**config.mk**
```make
export PLATFORM = sky130hd
export DESIGN_NAME = tns_selector
export DESIGN_NICKNAME = d
export VERILOG_FILES = /design/src/rtl/tns_pkg.sv /design/src/rtl/tns_ndiv.sv /design/src/rtl/tns_mdiv.sv /design/src/rtl/tns_selector.sv
export SDC_FILE = /design/constraint.sdc
export NUM_CORES = 1
export LEC_CHECK = 0
export BUFFER_PORTS_ARGS = -buffer_cell sky130_fd_sc_hd__buf_4
export CORE_ASPECT_RATIO = 1.25
export CORE_MARGIN = 1.5
export CORE_UTILIZATION = 45
export CTS_CLUSTER_SIZE = 24
export DETAILED_ROUTE_END_ITERATION = 8
export PLACE_DENSITY = 0.68
export SETUP_SLACK_MARGIN = 0.5
export SLEW_MARGIN = 10
export SYNTH_ARGS = -nofsm -noshare
export SYNTH_HDL_FRONTEND = slang
export SYNTH_SLANG_ARGS = --single-unit
export TNS_END_PERCENT = 100
```
**constraint.sdc**
```tcl
create_clock -name clk -period 0.8 [get_ports clk]
set_input_delay 0.16 -clock clk [delete_from_list [all_inputs] [get_ports clk]]
set_output_delay 0.16 -clock clk [all_outputs]
set_load 0.05 [all_outputs]
```
**src/rtl/tns_pkg.sv**
```systemverilog
package tns_pkg;
  typedef enum logic [2:0] {
    TC_SHIFT = 3'b000,
    TC_ONE   = 3'b001,
    TC_REF2  = 3'b010,
    TC_MCNT  = 3'b011,
    TC_FOUT  = 3'b100,
    TC_ZERO  = 3'b101,
    TC_BYP   = 3'b110,
    TC_FOUT4 = 3'b111
  } test_code_e;

  localparam int unsigned N_SEL_W = 2;
endpackage

```
**src/rtl/tns_ndiv.sv**
```systemverilog
module tns_ndiv #(
  parameter int unsigned CW = 3
) (
  input  logic                        clk,
  input  logic                        rst_ni,
  input  logic                        en_i,
  input  logic                        tick_i,
  input  logic [tns_pkg::N_SEL_W-1:0] nsel_i,
  output logic                        out_o,
  output logic                        rise_o
);
  logic [CW-1:0] cnt_q, cnt_d, lim;
  logic          out_q, out_d, wrap;

  // post-divider ratio decode
  always_comb begin
    unique case (nsel_i)
      2'b11:   lim = CW'(0);
      2'b00:   lim = CW'(1);
      2'b01:   lim = CW'(3);
      default: lim = CW'(7);
    endcase
  end

  assign wrap   = en_i && tick_i && (cnt_q == lim);
  assign rise_o = wrap && !out_q;

  always_comb begin
    cnt_d = cnt_q;
    out_d = out_q;
    if (!en_i) begin
      cnt_d = '0;
      out_d = 1'b0;
    end else if (tick_i) begin
      if (wrap) begin
        cnt_d = '0;
        out_d = ~out_q;
      end else begin
        cnt_d = cnt_q + CW'(1);
      end
    end
  end

  always_ff @(posedge clk or negedge rst_ni) begin
    if (!rst_ni) begin
      cnt_q <= '0;
      out_q <= 1'b0;
    end else begin
      cnt_q <= cnt_d;
      out_q <= out_d;
    end
  end

  assign out_o = out_q;

  assert_idle_low_R10: assert property (@(posedge clk) disable iff (!rst_ni)
    !en_i |=> !out_o);
  assert_hold_no_tick_R8: assert property (@(posedge clk) disable iff (!rst_ni)
    (en_i && !tick_i) |=> $stable(out_o));
endmodule

```
**src/rtl/tns_mdiv.sv**
```systemverilog
module tns_mdiv #(
  parameter int unsigned MW = 7
) (
  input  logic          clk,
  input  logic          rst_ni,
  input  logic          en_i,
  input  logic          step_i,
  input  logic [MW-1:0] mval_i,
  output logic          tog_o
);
  logic [MW-1:0] cnt_q, cnt_d;
  logic          tog_q, tog_d, term;

  always_comb begin
    cnt_d = cnt_q;
    tog_d = tog_q;
    term  = 1'b0;
    if (!en_i) begin
      cnt_d = mval_i;
      tog_d = 1'b0;
    end else if (step_i) begin
      if (cnt_q <= MW'(1)) begin
        term  = 1'b1;
        cnt_d = mval_i;
        tog_d = ~tog_q;
      end else begin
        cnt_d = cnt_q - MW'(1);
      end
    end
  end

  always_ff @(posedge clk or negedge rst_ni) begin
    if (!rst_ni) begin
      cnt_q <= '0;
      tog_q <= 1'b0;
    end else begin
      cnt_q <= cnt_d;
      tog_q <= tog_d;
    end
  end

  assign tog_o = tog_q;

  assert_tog_hold_R9: assert property (@(posedge clk) disable iff (!rst_ni)
    (en_i && !step_i) |=> $stable(tog_o));
  assert_tog_clear_R10: assert property (@(posedge clk) disable iff (!rst_ni)
    !en_i |=> !tog_o);
  assert_term_flip_R9: assert property (@(posedge clk) disable iff (!rst_ni)
    term |=> (tog_o != $past(tog_o)));
endmodule

```
**src/rtl/tns_selector.sv**
```systemverilog
module tns_selector #(
  parameter int unsigned MW  = 7,
  parameter int unsigned NCW = 3,
  parameter int unsigned QW  = 2
) (
  input  logic                        clk,
  input  logic                        rst_n,
  input  logic [2:0]                  test_code_i,
  input  logic                        sclk_tick_i,
  input  logic                        shift_bit_i,
  input  logic                        ref_tick_i,
  input  logic                        fout_i,
  input  logic                        m_term_i,
  input  logic [MW-1:0]               m_val_i,
  input  logic [tns_pkg::N_SEL_W-1:0] n_sel_i,
  output logic                        test_o,
  output logic                        bypass_o,
  output logic                        byp_fout_o
);
  import tns_pkg::*;

  localparam int unsigned QTOP = QW - 1;

  logic [1:0]    rs_q;
  logic          rst_i;
  logic          sr_q, sr_d, ref_q, ref_d, fprev_q, byp_q, byp_d, test_q, test_d;
  logic [QW-1:0] q4_q, q4_d;
  logic          n_rise, m_tog;
  test_code_e    code;

  // reset: asserted asynchronously, released after two clocks
  always_ff @(posedge clk or negedge rst_n) begin
    if (!rst_n) rs_q <= 2'b00;
    else        rs_q <= {rs_q[0], 1'b1};
  end
  assign rst_i = rs_q[1];

  assign code = test_code_e'(test_code_i);

  always_comb begin
    sr_d  = sclk_tick_i ? shift_bit_i : sr_q;
    ref_d = ref_tick_i ? ~ref_q : ref_q;
    q4_d  = (fout_i && !fprev_q) ? q4_q + QW'(1) : q4_q;
    byp_d = (code == TC_BYP);
    unique case (code)
      TC_SHIFT: test_d = sr_q;
      TC_ONE:   test_d = 1'b1;
      TC_REF2:  test_d = ref_q;
      TC_MCNT:  test_d = m_term_i;
      TC_FOUT:  test_d = fprev_q;
      TC_ZERO:  test_d = 1'b0;
      TC_BYP:   test_d = m_tog;
      default:  test_d = q4_q[QTOP];
    endcase
  end

  always_ff @(posedge clk or negedge rst_i) begin
    if (!rst_i) begin
      sr_q    <= 1'b0;
      ref_q   <= 1'b0;
      fprev_q <= 1'b0;
      q4_q    <= '0;
      byp_q   <= 1'b0;
      test_q  <= 1'b0;
    end else begin
      sr_q    <= sr_d;
      ref_q   <= ref_d;
      fprev_q <= fout_i;
      q4_q    <= q4_d;
      byp_q   <= byp_d;
      test_q  <= test_d;
    end
  end

  tns_ndiv #(.CW(NCW)) u_ndiv (
    .clk    (clk),
    .rst_ni (rst_i),
    .en_i   (byp_q),
    .tick_i (sclk_tick_i),
    .nsel_i (n_sel_i),
    .out_o  (byp_fout_o),
    .rise_o (n_rise)
  );

  tns_mdiv #(.MW(MW)) u_mdiv (
    .clk    (clk),
    .rst_ni (rst_i),
    .en_i   (byp_q),
    .step_i (n_rise),
    .mval_i (m_val_i),
    .tog_o  (m_tog)
  );

  assign test_o   = test_q;
  assign bypass_o = byp_q;

  assert_const_one_R2: assert property (@(posedge clk) disable iff (!rst_i)
    (test_code_i == 3'b001) |=> test_o);
  assert_const_zero_R2: assert property (@(posedge clk) disable iff (!rst_i)
    (test_code_i == 3'b101) |=> !test_o);
  assert_bypass_follow_R7: assert property (@(posedge clk) disable iff (!rst_i)
    (test_code_i == 3'b110) |=> bypass_o);
  assert_bypass_drop_R7: assert property (@(posedge clk) disable iff (!rst_i)
    (test_code_i != 3'b110) |=> !bypass_o);
  assert_mterm_pass_R5: assert property (@(posedge clk) disable iff (!rst_i)
    (test_code_i == 3'b011) |=> (test_o == $past(m_term_i)));
  assert_ref_flip_R4: assert property (@(posedge clk) disable iff (!rst_i)
    ref_tick_i |=> (ref_q != $past(ref_q)));
endmodule

```
After elaboration in Yosys (flattened, before gate mapping)
Index checks and enable logic that the tools add are counted.
{"block": "classes", "add_sub_neg": 3, "magnitude_cmp": 1, "eq_ne": 13, "n_mux": 14, "n_bitwise": 3, "reduce_logical": 10}
{"op": "$mux 7", "n": 3}
{"op": "$eq 3x3->1 const B", "n": 3}
{"op": "$mux 3", "n": 3}
{"op": "$pmux 3 s3", "n": 1}
{"op": "$le 7x1->1 const B", "n": 1}
{"op": "$pmux 1 s7", "n": 1}
{"op": "$sub 7x1->7 const B", "n": 1}
{"op": "$eq 3x2->1 const B", "n": 2}
{"op": "$mux 1", "n": 6}
{"op": "$ne 2x1->1 const B", "n": 3}
{"op": "$logic_and 1x1->1", "n": 4}
{"op": "$reduce_and 2->1", "n": 2}
{"op": "$add 3x1->3 const B", "n": 1}
{"op": "$eq 3x1->1 const B", "n": 1}
{"op": "$eq 3x3->1", "n": 1}
{"op": "$logic_not 3->1", "n": 1}
{"op": "$not 1->1", "n": 3}
{"op": "$add 2x1->2 const B", "n": 1}
{"op": "$eq 2x1->1 const B", "n": 1}
{"op": "$eq 2x2->1 const B", "n": 1}
{"op": "$logic_not 1->1", "n": 2}
{"op": "$logic_not 2->1", "n": 1}
{"op": "$ne 2x2->1 const B", "n": 1}
{"block": "word_totals", "ff_bits": 21, "input_bits": 19, "out_inout_bits": 3}

Logic depth before layout (Yosys ltp)
{"block": "logic_depth", "depth_word": 7, "mapped_depth": 7}

By module
Synthesis repeated with hierarchy kept, for this count alone.
{"block": "hier_totals", "hier_cells": 108, "area_unflattened_um2": 1174.9}
{"module": "tns_mdiv", "n_inst": 1, "cells_per_inst": 60, "area_each_um2": 570.5, "seq_area_each_um2": 200.2}
{"module": "tns_selector", "n_inst": 1, "cells_per_inst": 22, "area_each_um2": 340.3, "seq_area_each_um2": 225.2}
{"module": "tns_ndiv", "n_inst": 1, "cells_per_inst": 26, "area_each_um2": 264.0, "seq_area_each_um2": 100.1}

Worst setup path before layout
No wires, ideal clock.
{"block": "synth_path", "kind": "flip-flop to flip-flop", "startpoint": "register u_mdiv.cnt_q[1]", "endpoint": "register u_mdiv.tog_q (netlist: u_mdiv.tog_o)", "setup_ns": 0.125, "arrival_time_ns": 1.574, "slack_ns": -0.899, "path_stages_with_launch": 7, "path_buffers": 0, "synth_period_minus_slack_ns": 1.699, "cell_sequence": "dfrtp_1 inv_1 ha_1 o21ba_2 o41ai_4 nand2_2 mux2_4"}
{"block": "synth_via", "elab_chain_len": 3}
{"element": "start: declaration", "line_no": "tns_mdiv.sv:11", "source": "logic [MW-1:0] cnt_q, cnt_d;"}
{"element": "start signal: assignment", "line_no": "tns_mdiv.sv:37", "source": "cnt_q <= cnt_d;"}
{"element": "$le 7x1->1", "line_no": "tns_mdiv.sv:22", "source": "if (cnt_q <= MW'(1)) begin"}
{"element": "$ne 2x1->1 (no line)"}
{"element": "$reduce_and 2->1 (no line)"}
{"element": "end signal: assignment", "line_no": "tns_mdiv.sv:38", "source": "tog_q <= tog_d;"}
{"element": "end: declaration", "line_no": "tns_mdiv.sv:12", "source": "logic tog_q, tog_d, term;"}
No other way between the ends.
A chain may end at the register's enable or synchronous reset.

Worst setup path after layout
{"block": "layout_path", "startpoint": "register u_mdiv.cnt_q[5]", "endpoint": "register u_mdiv.cnt_q[5]"}
{"block": "layout_via", "elab_chain_len": 4, "elab_cells_between_ends": 5, "cone_classes": "1 x add/sub; 1 x order compare; 3 x mux"}
{"element": "$sub 7x1->7 or $le 7x1->1 (tied branches)", "line_no": "tns_mdiv.sv:27, tns_mdiv.sv:22"}
{"element": "$mux 7 (*)", "line_no": "tns_mdiv.sv:22"}
{"element": "$mux 7 (*)", "line_no": "tns_mdiv.sv:21", "source": "end else if (step_i) begin"}
{"element": "$mux 7 (*)", "line_no": "tns_mdiv.sv:18", "source": "if (!en_i) begin"}
Every way passes the cells marked *; elsewhere a longest branch is shown, timed or not. The select of a mux whose other input is x is not followed.

==> results.cfg <==
[status]
outcome = complete, but fails checks
violations = hold timing, setup timing

[min_path]
hold_start = fout_i
hp-class = input pin to flop
holdPathStages = 1
whs_endpoint = fprev_q

[timing]
setup_tns_ns = -11.19
min_period_over_period_pct = 209
drv_slew = 0
holdWs_ns = -0.0273
clock.fmax_ghz = 0.598
rsz0062_at_grt = yes
fin_ws_ns = -0.872
finClkSkew_ns = 0.00361
finalHoldViolations = 2
fin_crit_ns = 1.67
setup_viol = 19

[setup_path]
r2r_setup_slack_ns = -0.87
required_ns = 1.01
end_kind = flop
crit_arrival_ns = 1.89
start_kind = flop
cp_max_fo = 6
worstRegToRegCells = 4
rr_endpoint = u_mdiv.cnt_q[5]
crit_family = simple AND/OR/NAND/NOR gates
worstPathCellList = or3_4 -> o41a_1 -> nor3b_1 -> a211oi_1
critPathKind = flop to flop
r2r_start = u_mdiv.cnt_q[5]
slowest_delay_ns = 0.44
slowest_stage = o41a_1
worst-path-buf-inv = 0

[synth]
syn_nets = 139
yosysSeqAreaShare_pct = 43.7
syn_avg_cell_area_um2 = 10.5
ys_ff_latch = 21
synthCells = 115
synth_top_flop_cell = dfrtp_1
yosysWarnings = 0
yosysUniqueCellTypes = 40
syn_area_um2 = 1200
synth_edf_count = 0
async_reset_ff_share_pct = 100

[drt]
num_vias = 1143
wl_per_cell_um = 16.2
drc = 0
drt_iter0_drc = 42
wl_um = 3480
ant_nets = 0
firstDrtPassIters = 4
viasPerCell = 5.32

[die]
die_h_um = 60.8
die_w_um = 49.3
io_pins = 22
dieArea_um2 = 3000
row_count = 20
core-area_um2 = 2480
initial_core_util_pct = 48.6

[layout]
drive_above_1_share_pct = 52.2
layout.nets = 207
final_cell_mix = buf_4 (50), dfrtp_1 (16), buf_6 (8)
diodes = 0
syn_to_final_growth_pct = 63.7
nFillCells = 159
final_common_cell = buf_4

[placed_design]
io_buffer_count = 21
pre_cts_ws_ns = -0.953
post-dp-hpwl_um = 2250
place_congestion = 0.901

[clocking]
cts.htree.levels = 1
clkLatencyLatePin_ns = 0.32
clk_pin_slew_ns = 0.13
cts_buffers = 3
clock-sinks = 21
cts_buffer_depth = 2
tritoncts = yes
clockRootBuffer = clkbuf_4
ctsHoldBuffers = 1

[power_and_ir_drop]
p_clk_share_pct = 18.4
ir_drop_mv = 1.85
power.switching_mw = 0.950
p_leak_nw = 0.932
p_per_area_nw_per_um2 = 1520
combPwrFrac_pct = 36.4
internal_power_mw = 2.04
switching_share_pct = 31.8
pwr-share-seq_pct = 45.2

[global_route]
grt_pass1_vias = 1225
grt_max_degree = 13
antenna_found_initial = 0
grtUsageTotal_pct = 27.2
grt_overflow = 0
grt_first_pass_wirelength_um = 5860

[flow_run]
drv_cap = 0
[flip-flops by register name, indices dropped and copies added (netlist names)]
| register | cells |
|---|---|
| u_mdiv.cnt_q | 7 |
| u_ndiv.cnt_q | 3 |
| q4_q | 2 |
| test_o | 1 |
| u_ndiv.out_o | 1 |
| rs_q | 2 |
| sr_q | 1 |
| fprev_q | 1 |
| bypass_o | 1 |
| ref_q | 1 |
| u_mdiv.tog_o | 1 |
[cells in the mapped netlist, drive strengths merged, types with 2 or more instances]
library cell / n / area share [%]
a21oi: 2 / 0.83
xnor2: 6 / 4.4
ha: 5 / 5.2
a22oi: 3 / 1.9
inv: 8 / 2.5
nor3b: 2 / 1.2
nand2b: 5 / 2.6
xor2: 2 / 1.5
nor2: 3 / 0.94
a21boi: 3 / 1.9
nor3: 4 / 1.7
mux2: 2 / 2.2
dfrtp: 21 / 44
nand3: 4 / 1.7
o41ai: 2 / 4.6
nand3b: 2 / 1.2
and3: 3 / 1.6
nor2b: 2 / 1.0
o21ai: 7 / 2.9
o32ai: 2 / 1.5
o211ai: 2 / 1.2
clkbuf: 2 / 0.62
nand2: 7 / 2.4
and2: 2 / 1.0
[metrics by stage]
stage | hold slack (ns) | area (µm²) | power (mW) | instances | util (%)
floorplan | -0.136 | 1290 | 1.81 | 115 | -
global placement | -0.0583 | 1730 | 2.23 | 200 | 69.6
detailed placement | -0.0554 | 1730 | 2.27 | 200 | 69.6
CTS | -0.0423 | 1930 | 2.94 | 213 | 78.1
global route | -0.0384 | 1970 | 3.14 | 215 | 79.5
finish | -0.0273 | 1970 | 2.99 | 215 | 79.5
[how the worst max path moves through the flow]
stage	from	end	slack, ns	depth (start not counted)
after global routing	u_mdiv.cnt_q[5]	u_mdiv.cnt_q[3]	-0.96	4
final	u_mdiv.cnt_q[5]	u_mdiv.cnt_q[5]	-0.87	4
after global placement	n_sel_i[0]	u_mdiv.cnt_q[5]	-0.89	8
after detailed placement	n_sel_i[0]	u_mdiv.cnt_q[5]	-0.95	8
after floorplan	u_mdiv.cnt_q[1]	u_mdiv.tog_o	-0.87	6
after CTS	u_mdiv.cnt_q[1]	u_mdiv.cnt_q[2]	-0.88	7
[layout make-up]
type / instances / area (µm²) / area share [%]
multi-input combinational: 83 / 734 / 37.3
timing repair buffer: 66 / 603 / 30.6
sequential: 21 / 532 / 27.0
tap: 33 / 41.3 / 2.10
inverter: 8 / 32.5 / 1.65
clock buffer: 3 / 22.5 / 1.14
clock inverter: 1 / 5.00 / 0.254
[layer usage]
metal / wire length [µm] / GRT usage (%) / vias to the layer above / share of wire (%)
met5: 0 / 0 / - / 0
met2: 1940 / 52.1 / 34 / 56
met1: 1310 / 29.9 / 555 / 38
li1: - / - / 548 / -
met4: 85 / 14.7 / 0 / 2.4
met3: 143 / 2.71 / 6 / 4.1
[power by group through the flow]
stage	Sequential [mW]	Combinational, mW	Clock [mW]
2_1_floorplan	1.39	0.415	0
3_3_place_gp	1.34	0.889	0
3_5_place_dp	1.35	0.924	0
4_1_cts	1.34	1.04	0.563
6_report	1.35	1.09	0.549
5_1_grt	1.37	1.17	0.591
[cells by family (layout without fill, tap and decap cells)]
group / Yosys count / count (layout) / share of synthesized area (%)
and+or+nand+nor: 37 / 37 / 17.7
AOI/OAI and AO/OA: 29 / 29 / 20.6
DFF: 21 / 21 / 43.7
buffers and inverters: 11 / 78 / 3.74
xor gates and xnor gates: 8 / 8 / 5.82
adders and majority gates: 5 / 5 / 5.20
muxes: 3 / 3 / 3.01
other: 1 / 1 / 0.312
[timing repair]
item,in CTS,in global routing
endpoints found under the setup margin,41,41
endpoints found under the hold margin,4,2
gates cloned,1,0
pin swaps,12,5
setup buffers,7,2
resized for setup,23,4
(Power assumes the default switching activity.)
